[src/rtl/pal_cell_pkg.sv]
package pal_cell_pkg;

    localparam int CFG_W = 9;

    typedef enum logic [1:0] {
        OE_OFF  = 2'b00,
        OE_ON   = 2'b01,
        OE_TERM = 2'b10,
        OE_PIN  = 2'b11
    } oe_mode_e;

    // packed MSB first; bit 0 is out_comb
    typedef struct packed {
        logic     fb_sel;
        oe_mode_e oe_mode;
        logic     ck_pin;
        logic     ck_true;
        logic     dir_out;
        logic     stor_reg;
        logic     pol_low;
        logic     out_comb;
    } cell_cfg_t;

    typedef struct packed {
        logic pin_in;
        logic st_val;
    } fb_src_t;

    function automatic logic pick_clock(input logic src_pin, input logic true_pol,
                                        input logic pin_v, input logic term_v);
        logic raw;
        raw = src_pin ? pin_v : term_v;
        return true_pol ? raw : ~raw;
    endfunction

endpackage

[src/rtl/pal_clk_sel.sv]
module pal_clk_sel
    import pal_cell_pkg::*;
(
    input  logic src_pin,
    input  logic true_pol,
    input  logic ck_pin,
    input  logic ck_pt,
    output logic ck_eff
);

    always_comb begin
        ck_eff = pick_clock(src_pin, true_pol, ck_pin, ck_pt);
    end

endmodule

[src/rtl/pal_store.sv]
module pal_store (
    input  logic clk,
    input  logic rst,
    input  logic is_reg,
    input  logic ck_eff,
    input  logic d,
    input  logic preset_pt,
    input  logic reset_pt,
    output logic q
);

    logic ck_prev;
    logic cap;

    always_comb begin
        cap = is_reg ? (ck_eff & ~ck_prev) : ck_eff;
    end

    always_ff @(posedge clk) begin
        ck_prev <= ck_eff;
    end

    always_ff @(posedge clk) begin
        if (rst)            q <= 1'b0;
        else if (reset_pt)  q <= 1'b0;
        else if (preset_pt) q <= 1'b1;
        else if (cap)       q <= d;
    end


    rst_clear_chk: assert property (@(posedge clk) rst |=> !q);


    reset_pt_chk: assert property (@(posedge clk) disable iff (rst)
        reset_pt |=> !q);


    preset_pt_chk: assert property (@(posedge clk) disable iff (rst)
        (preset_pt && !reset_pt) |=> q);


    reg_hold_chk: assert property (@(posedge clk) disable iff (rst)
        (is_reg && !(ck_eff && !ck_prev) && !preset_pt && !reset_pt) |=> $stable(q));


    latch_hold_chk: assert property (@(posedge clk) disable iff (rst)
        (!is_reg && !ck_eff && !preset_pt && !reset_pt) |=> $stable(q));

endmodule

[src/rtl/pal_out_ctl.sv]
module pal_out_ctl
    import pal_cell_pkg::*;
#(
    parameter bit DUAL_FB = 1'b1
) (
    input  cell_cfg_t cfg,
    input  logic      sum_in,
    input  logic      q,
    input  logic      pin_in,
    input  logic      oe_pin,
    input  logic      oe_pt,
    output logic      pin_drive,
    output logic      pin_oe,
    output logic      fb_pin,
    output logic      fb_state
);

    localparam bit SINGLE = !DUAL_FB;

    logic    comb_v;
    fb_src_t src;

    always_comb begin
        comb_v     = sum_in ^ cfg.pol_low;
        pin_drive  = cfg.out_comb ? comb_v : (q ^ cfg.pol_low);
        src.pin_in = pin_in;
        src.st_val = cfg.out_comb ? comb_v : q;
        unique case (cfg.oe_mode)
            OE_OFF:  pin_oe = 1'b0;
            OE_ON:   pin_oe = 1'b1;
            OE_TERM: pin_oe = oe_pt;
            default: pin_oe = oe_pin;
        endcase
    end

    generate
        if (DUAL_FB) begin : g_dual
            always_comb begin
                fb_pin   = src.pin_in;
                fb_state = (SINGLE && !cfg.fb_sel) ? src.pin_in : src.st_val;
            end
        end else begin : g_single
            always_comb begin
                fb_pin   = 1'b0;
                fb_state = cfg.fb_sel ? src.st_val : src.pin_in;
            end
        end
    endgenerate

endmodule

[src/rtl/pal_io_cell.sv]
module pal_io_cell
    import pal_cell_pkg::*;
#(
    parameter bit DUAL_FB = 1'b1
) (
    input  logic             clk,
    input  logic             rst,
    input  logic [CFG_W-1:0] cfg_bits,
    input  logic             sum_in,
    input  logic             pin_in,
    input  logic             ck_pin,
    input  logic             ck_pt,
    input  logic             oe_pin,
    input  logic             oe_pt,
    input  logic             preset_pt,
    input  logic             reset_pt,
    output logic             pin_drive,
    output logic             pin_oe,
    output logic             fb_pin,
    output logic             fb_state
);

    cell_cfg_t cfg;
    logic      ck_eff;
    logic      d_cap;
    logic      q;

    always_comb begin
        cfg   = cell_cfg_t'(cfg_bits);
        d_cap = cfg.dir_out ? sum_in : pin_in;
    end

    pal_clk_sel u_clk_sel (
        .src_pin  (cfg.ck_pin),
        .true_pol (cfg.ck_true),
        .ck_pin   (ck_pin),
        .ck_pt    (ck_pt),
        .ck_eff   (ck_eff)
    );

    pal_store u_store (
        .clk       (clk),
        .rst       (rst),
        .is_reg    (cfg.stor_reg),
        .ck_eff    (ck_eff),
        .d         (d_cap),
        .preset_pt (preset_pt),
        .reset_pt  (reset_pt),
        .q         (q)
    );

    pal_out_ctl #(.DUAL_FB(DUAL_FB)) u_out (
        .cfg       (cfg),
        .sum_in    (sum_in),
        .q         (q),
        .pin_in    (pin_in),
        .oe_pin    (oe_pin),
        .oe_pt     (oe_pt),
        .pin_drive (pin_drive),
        .pin_oe    (pin_oe),
        .fb_pin    (fb_pin),
        .fb_state  (fb_state)
    );

    generate
        if (DUAL_FB) begin : g_fb_chk

            comb_fb_chk: assert property (@(posedge clk) disable iff (rst)
                cfg.out_comb |-> (fb_state == pin_drive));
        end
    endgenerate

endmodule

[config.mk]
export PLATFORM = sky130hd
export DESIGN_NAME = pal_io_cell
export DESIGN_NICKNAME = d
export VERILOG_FILES = /design/src/rtl/pal_cell_pkg.sv /design/src/rtl/pal_clk_sel.sv /design/src/rtl/pal_store.sv /design/src/rtl/pal_out_ctl.sv /design/src/rtl/pal_io_cell.sv
export SDC_FILE = /design/constraint.sdc
export NUM_CORES = 1
export LEC_CHECK = 0
export BUFFER_PORTS_ARGS = -buffer_cell sky130_fd_sc_hd__buf_4
export CORE_AREA = 2 2 39 41
export DETAILED_ROUTE_END_ITERATION = 10
export DIE_AREA = 0 0 41 43
export SLEW_MARGIN = 20
export SYNTH_ARGS = -nofsm -noshare
export SYNTH_HDL_FRONTEND = slang
export SYNTH_SLANG_ARGS = --single-unit
[constraint.sdc]
create_clock -name clk -period 1.1 [get_ports clk]
set_input_delay 0.055 -clock clk [delete_from_list [all_inputs] [get_ports clk]]
set_output_delay 0.055 -clock clk [all_outputs]
set_load 0.05 [all_outputs]
==> results.md, run 1 <==
- Total core area: between 1000 and 1500 um^2
- Sw frac: 0.314
- Commonest non-fill, non-tap cells in the layout: 20 x buf_4, 3 x clkbuf_4, 2 x a211oi_1, 2 x dlygate4sd3_1
- Largest family of logic cells by synthesized area: simple AND/OR/NAND/NOR gates
- Adder-cell share of the synthesized area: 0
- Max Clk Rate: a little over 900 MHz
- Std-Cell Rows: 14
- Period utilization: 1.00
- Routed vias: 234
- ANT nets after route: 0
- Die Wd: ~41 um
- Syn_area_per_cell: between 8 and 9 um^2
- Pre-CTS setup slack: roughly 0.11 ns
- Crit. End Element: primary output
- Finished Core Util: 0.286
- Worst vdd ir: 0.527 mV
- Routability cong.: between 0.6 and 0.7
- Critical Path Fanout Max: 3
- Worst Tran Pin Value: about 0.26 ns
- DR iter-0 viols: 5
- Number of vias per cell: roughly 3.9
- Final setup fails: 1
- Cell Area, Synth: ~160 um^2
- Hold path startpoint: cfg_bits[4]
- YS warnings: 0
- GR Layer Usage met1: 0.0447
- Outcome: complete, but fails checks
- P&R area growth vs syn: 143%
- Pins Over Slew Limit: 0
- Clock power frac: 0.373
- Die ar.: ~1800 um^2
- R2R Path Start: u_store.ck_prev
- PwrDens: about 1100 nW/um^2
- Synth Area in XOR/XNOR: 0.162
- Synthesized Nets: 38
- Fin worst setup slack: -0.00245 ns
- GR Layer Usage met3: 0.0157
- Final nets: between 60 and 70
- Layer with the highest usage: met2
- Max_slew headroom: 0.826
- Worst reg2reg path endpoint: u_store.q
- Number of global-route vias before repair: 228
- PortBufs: 21
- RSZ-0062 raised after global routing: true
- Htree depth: 1
- Ports: 23
- Cells after Synth: 19
- Maxcap violations: 0
- Skew-Pair Late Insertion Delay: roughly 0.22 ns
- Leak: 0.189 nW
- # clock sinks: 2
- Reg area: just over 40 um^2
- Clk slew on worst S/H paths: roughly 0.030 ns
- All-Layer GR Usage: 0.0651
- Seq pwr share: 0.200
- Fin. Hold Viols: 0
- R2r worst-path depth: 3
- DR WL/cell: approximately 7.6 um
- Total global routing overflow: 0
- Mux cell area share after synthesis: 0.123
- Setup Fix Bufs, Post-CTS: 0
- WS Path Type: flip-flop to primary output
- Fraction of layout cells with a size suffix above 1: 0.659
- Overall power: 0.426 mW
- Met2 usage: 0.103
- Worst Hold End: u_store.ck_prev
- Critical Path Source: u_store.q
- DP Cell Count: 55
- Setup crit start kind: flip-flop
- Failing checks: setup timing
- Cell variety after synth: 14
- Non-filler instance count after layout: 60
- Combinational fraction of design power: 0.427
- Final wirelength: about 460 um
- Starting Density: 0.118
- Largest net degree at the start of global routing: 4
- CTS Buffer Depth: 2
- Crit path DAT: approximately 1.1 ns
- Multi-input logic area: between 100 and 150 um^2
- Number of synthesized register bits: 2
- Residual DRC: 0
- Synth Area in Compound Gates: 0.192
- Worst hold stages: 2
- Internal: approximately 0.3 mW
- Seq/Total Area, Yosys: 0.246
- Antenna diodes: 0
- Inserted Clock Buffers: 3
- First-pass GRT wire length: 703 um
- Most common cell after layout, fill and taps aside: buf_4
- DIE HEIGHT: ~43 um
- Total net switching power: ~0.13 mW
- Hold/Removal Path Class: input pin to flip-flop
- Crit path time final: about 1.1 ns
- R2R Setup Slk: 0.26 ns
- CTS Root Cell: clkbuf_4
- Skew final: around 0.0011 ns
- Worst path required time: around 1.0 ns
- Pre-antenna DRT Iters: 2
- CTS tree: yes
- Fill cell count: 153
- Simple-gate portion of the synthesized area: 0.208
- Antenna violations before repair: 0
[cells by family after synthesis]
family | after synthesis
simple gates | 5
mux | 2
xor+xnor | 3
flops | 2
compound gates | 5
buf+inv | 2
[synthesized netlist by cell type]
library cell | count | area share
nand3_1 | 1 | 0.031
inv_1 | 1 | 0.023
a31oi_1 | 1 | 0.038
mux2i_1 | 2 | 0.12
xnor2_1 | 2 | 0.11
a21oi_1 | 2 | 0.062
dfxtp_1 | 2 | 0.25
nor2_1 | 1 | 0.023
nor4b_2 | 1 | 0.092
nand2_1 | 1 | 0.023
nor2b_1 | 1 | 0.038
xor2_1 | 1 | 0.054
a211oi_1 | 2 | 0.092
buf_4 | 1 | 0.046
[metrics by stage]
stage	hold WS [ns]	area, um^2	TNS, ns
final	0.0564	395	-0.00245
after global routing	0.0747	395	-0.0371
after CTS	0.0525	395	-0.0169
after detailed placement	0.223	344	0
after global placement	0.220	344	0
after floorplan	0.126	174	0
[area by class of cell]
| type | count | area share |
|---|---|---|
| timing repair buffer | 23 | 0.459 |
| multi-input combinational | 15 | 0.320 |
| sequential | 2 | 0.104 |
| clock buffer | 3 | 0.0570 |
| tap | 16 | 0.0506 |
| inverter | 1 | 0.00949 |
[per-layer routing]
layer,part of all wire,vias to the layer above
li1,-,118
met4,0.070,0
met5,0,-
met1,0.33,99
met2,0.50,13
met3,0.10,4
[flip-flops by register name, indices dropped and copies added, names as in the netlist]
name and cells:
u_store.q 1, u_store.ck_prev 1
[power groups by stage]
| stage | sequential [mW] | combinational (mW) | clock, mW |
|---|---|---|---|
| finish | 0.0852 | 0.182 | 0.159 |
| global route | 0.0858 | 0.197 | 0.169 |
| CTS | 0.0851 | 0.184 | 0.169 |
| detailed placement | 0.0850 | 0.172 | 0 |
| global placement | 0.0848 | 0.170 | 0 |
| floorplan | 0.0840 | 0.0958 | 0 |
[critical path, stage by stage (launching register included)]
cell and delay [ns]:
dfxtp_2 0.32, mux2i_2 0.19, xnor2_2 0.14, buf_6 0.17
[how the worst max path moves through the flow]
stage	endpoint	slack [ns]	cells after the start
floorplan	pin_drive	0.11	2
global placement	u_store.q	0.12	5
detailed placement	u_store.q	0.11	5
CTS	pin_drive	-0.02	3
global route	pin_drive	-0.04	3
finish	pin_drive	-0.002	3
[repair_timing]
item / CTS / global route
gates resized for setup: 3 / 0
pin swaps: 0 / 0
hold buffers: 2 / 0
endpoints found under the setup margin: 1 / 1
cloned: 0 / 0
hold endpoints to repair: 1 / 0
Note: power is estimated with default switching activity, not from simulation.
==> inputs of run 2 (changes only) <==
--- a/config.mk
+++ b/config.mk
@@ -9,6 +9,7 @@
 export CORE_AREA = 2 2 39 41
 export DETAILED_ROUTE_END_ITERATION = 10
 export DIE_AREA = 0 0 41 43
+export SETUP_SLACK_MARGIN = 0.2
 export SLEW_MARGIN = 20
 export SYNTH_ARGS = -nofsm -noshare
 export SYNTH_HDL_FRONTEND = slang
==> run 2 against run 1 <==
The flow now finishes without violations. Sequential power about the same. Critical path type unchanged. Sequential share of layout area down 1.3 points. Highest routed layer is now met3. Critical endpoint unchanged. Critical path depth unchanged. Global-route usage up 1.2 points. Power up 7.7%. Largest power group unchanged. Cell area up 14%.
==> results.md, run 2 (same netlist as run 1, synthesis figures left out) <==
- Antenna diodes: 0 (unchanged)
- Skew-Pair Late Insertion Delay: 0.22 ns (about the same)
- First-pass GRT wire length: 855 um (+22%)
- Clk slew on worst S/H paths: 0.03 ns (about the same)
- Number of vias per cell: 4.08 (+4.6%)
- Worst Tran Pin Value: 0.259 ns (-0.000278 ns)
- Fill cell count: 152 (-0.65%)
- DR WL/cell: 8.65 um (+13%)
- Setup crit start kind: flip-flop
- Skew final: 0.00116 ns (+0.0000388 ns)
- Final TNS setup: 0 ns (+0.00245 ns)
- Max_slew headroom: 0.827 (about the same)
- Inserted Clock Buffers: 3 (unchanged)
- Multi-input logic area: 149 um^2 (+18%)
- Maxcap violations: 0 (unchanged)
- Outcome: completed
- Antenna violations before repair: 0 (unchanged)
- Top delay family on crit path: flip-flops
- Residual DRC: 0 (unchanged)
- CTS Root Cell: clkbuf_4
- Crit path time final: 1.06 ns (-0.0379 ns)
- # clock sinks: 2 (unchanged)
- Critical path's largest stage delay: 0.32 ns (about the same)
- Routability cong.: 0.663 (+3.6%)
- CP max stage cell: dfxtp_2
- Largest regs: u_store.ck_prev x1, u_store.q x1
- ANT nets after route: 0 (unchanged)
- Number of global-route vias before repair: 237 (+3.9%)
- Starting Density: 0.118 (unchanged)
- Fraction of layout cells with a size suffix above 1: 0.745 (+0.0856)
- DR iter-0 viols: 0 (-5)
- Total global routing overflow: 0 (unchanged)
- DIE HEIGHT: 43 um (unchanged)
- Ports: 23 (unchanged)
- Final wirelength: 545 um (+19%)
- Max Clk Rate: 939 MHz (+3.6%)
- Reg area: 41.3 um^2 (unchanged)
- Fin. Hold Viols: 0 (unchanged)
- Worst vdd ir: 0.509 mV (-3.5%)
- Final nets: 68 (+4.6%)
- Htree depth: 1 (unchanged)
- Largest net degree at the start of global routing: 4 (unchanged)
- Total core area: 1380 um^2 (unchanged)
- CTS tree: yes
- Crit path DAT: 1.01 ns (-0.04 ns)
- WS Path Type: flip-flop to primary output
- PwrDens: 1020 nW/um^2 (-5.7%)
- Worst path required time: 1.04 ns (about the same)
- Pins Over Slew Limit: 0 (unchanged)
- RSZ-0062 raised after global routing: true
- Die Wd: 41 um (unchanged)
- Fin worst setup slack: 0.0354 ns (+0.0379 ns)
- Critical Path Fanout Max: 2 (-1)
- All-Layer GR Usage: 0.0770 (+0.0119)
- CTS Buffer Depth: 2 (unchanged)
- Hold/Removal Path Class: input pin to flip-flop
- Commonest non-fill, non-tap cells in the layout: 20 x buf_4, 4 x buf_6, 3 x clkbuf_4, 2 x dlygate4sd3_1
- Die ar.: 1760 um^2 (unchanged)
- Routed vias: 257 (+9.8%)
- Crit. End Element: primary output
- Pre-CTS setup slack: 0.0625 ns (-0.0479 ns)
- P&R area growth vs syn: 178%
- PortBufs: 21 (unchanged)
- WP buf/inv: 1 (unchanged)
- Leak: 0.211 nW (+11%)
- Std-Cell Rows: 14 (unchanged)
- Crit-path cells: mux2i_4 -> xnor2_2 -> buf_6
- Pre-antenna DRT Iters: 1 (-1)
- Most common cell after layout, fill and taps aside: buf_4
- Period utilization: 0.968 (-0.0344)
- Final setup fails: 0 (-1)
[run 2: cell count changes in the layout (fill, tap and decap cells not counted), sizes merged]
cell,previous run,this run
buf,21,24
[run 2: cell type report]
cell class                      count  share of cell area
Timing Repair Buffer               26               0.476
Multi-Input combinational cell     15               0.330
Sequential cell                     2              0.0914
Clock buffer                        3              0.0499
Tap cell                           16              0.0443
Inverter                            1             0.00831
[run 2: routing by layer]
layer  GRT usage  vias up  routed length (um)
met5           0        -                   0
met4      0.0600        0                   0
met3      0.0576        0                 118
met2       0.100       22                 251
met1      0.0794      109                 174
li1            -      126                   -
[run 2: report_power, final]
group | switching (mW) | internal, mW | total [mW]
logic | 0.102 | 0.111 | 0.214
registers | 0.00408 | 0.0814 | 0.0855
clock network | 0.0399 | 0.120 | 0.160
[run 2: path summary, 6_finish.rpt]
path | startpoint | to | slack [ns] | cells after the start
hold / removal | cfg_bits[4] | u_store.ck_prev | 0.07 | 2
setup reg to reg | u_store.q | u_store.q | 0.09 | 5
setup / recovery | u_store.q | pin_drive | 0.04 | 3
hold reg to reg | u_store.ck_prev | u_store.q | 0.63 | 3
[run 2: metrics by stage]
stage | cells | area [um^2] | utilization | total power [mW] | hold slack (ns)
3_5_place_dp | 55 | 350 | 0.253 | 0.260 | 0.227
6_report | 63 | 452 | 0.326 | 0.459 | 0.0749
2_1_floorplan | 19 | 180 | - | 0.182 | 0.126
5_1_grt | 63 | 452 | 0.326 | 0.495 | 0.0779
4_1_cts | 62 | 425 | 0.307 | 0.458 | 0.0721
3_3_place_gp | 55 | 350 | 0.253 | 0.258 | 0.223
[run 2: worst reg2reg max path: stages (launching register included)]
cell	delay, ns
dfxtp_2	0.32
buf_6	0.11
buf_4	0.12
buf_6	0.10
a211oi_2	0.15
nor4b_2	0.07
[run 2: timing repair]
| action | in CTS | in global routing |
|---|---|---|
| hold buffers | 2 | 0 |
| endpoints found under the setup margin | 2 | 3 |
| pin swaps | 3 | 2 |
| resized for setup | 5 | 4 |
| setup buffers | 2 | 1 |
| endpoints found under the hold margin | 1 | 0 |
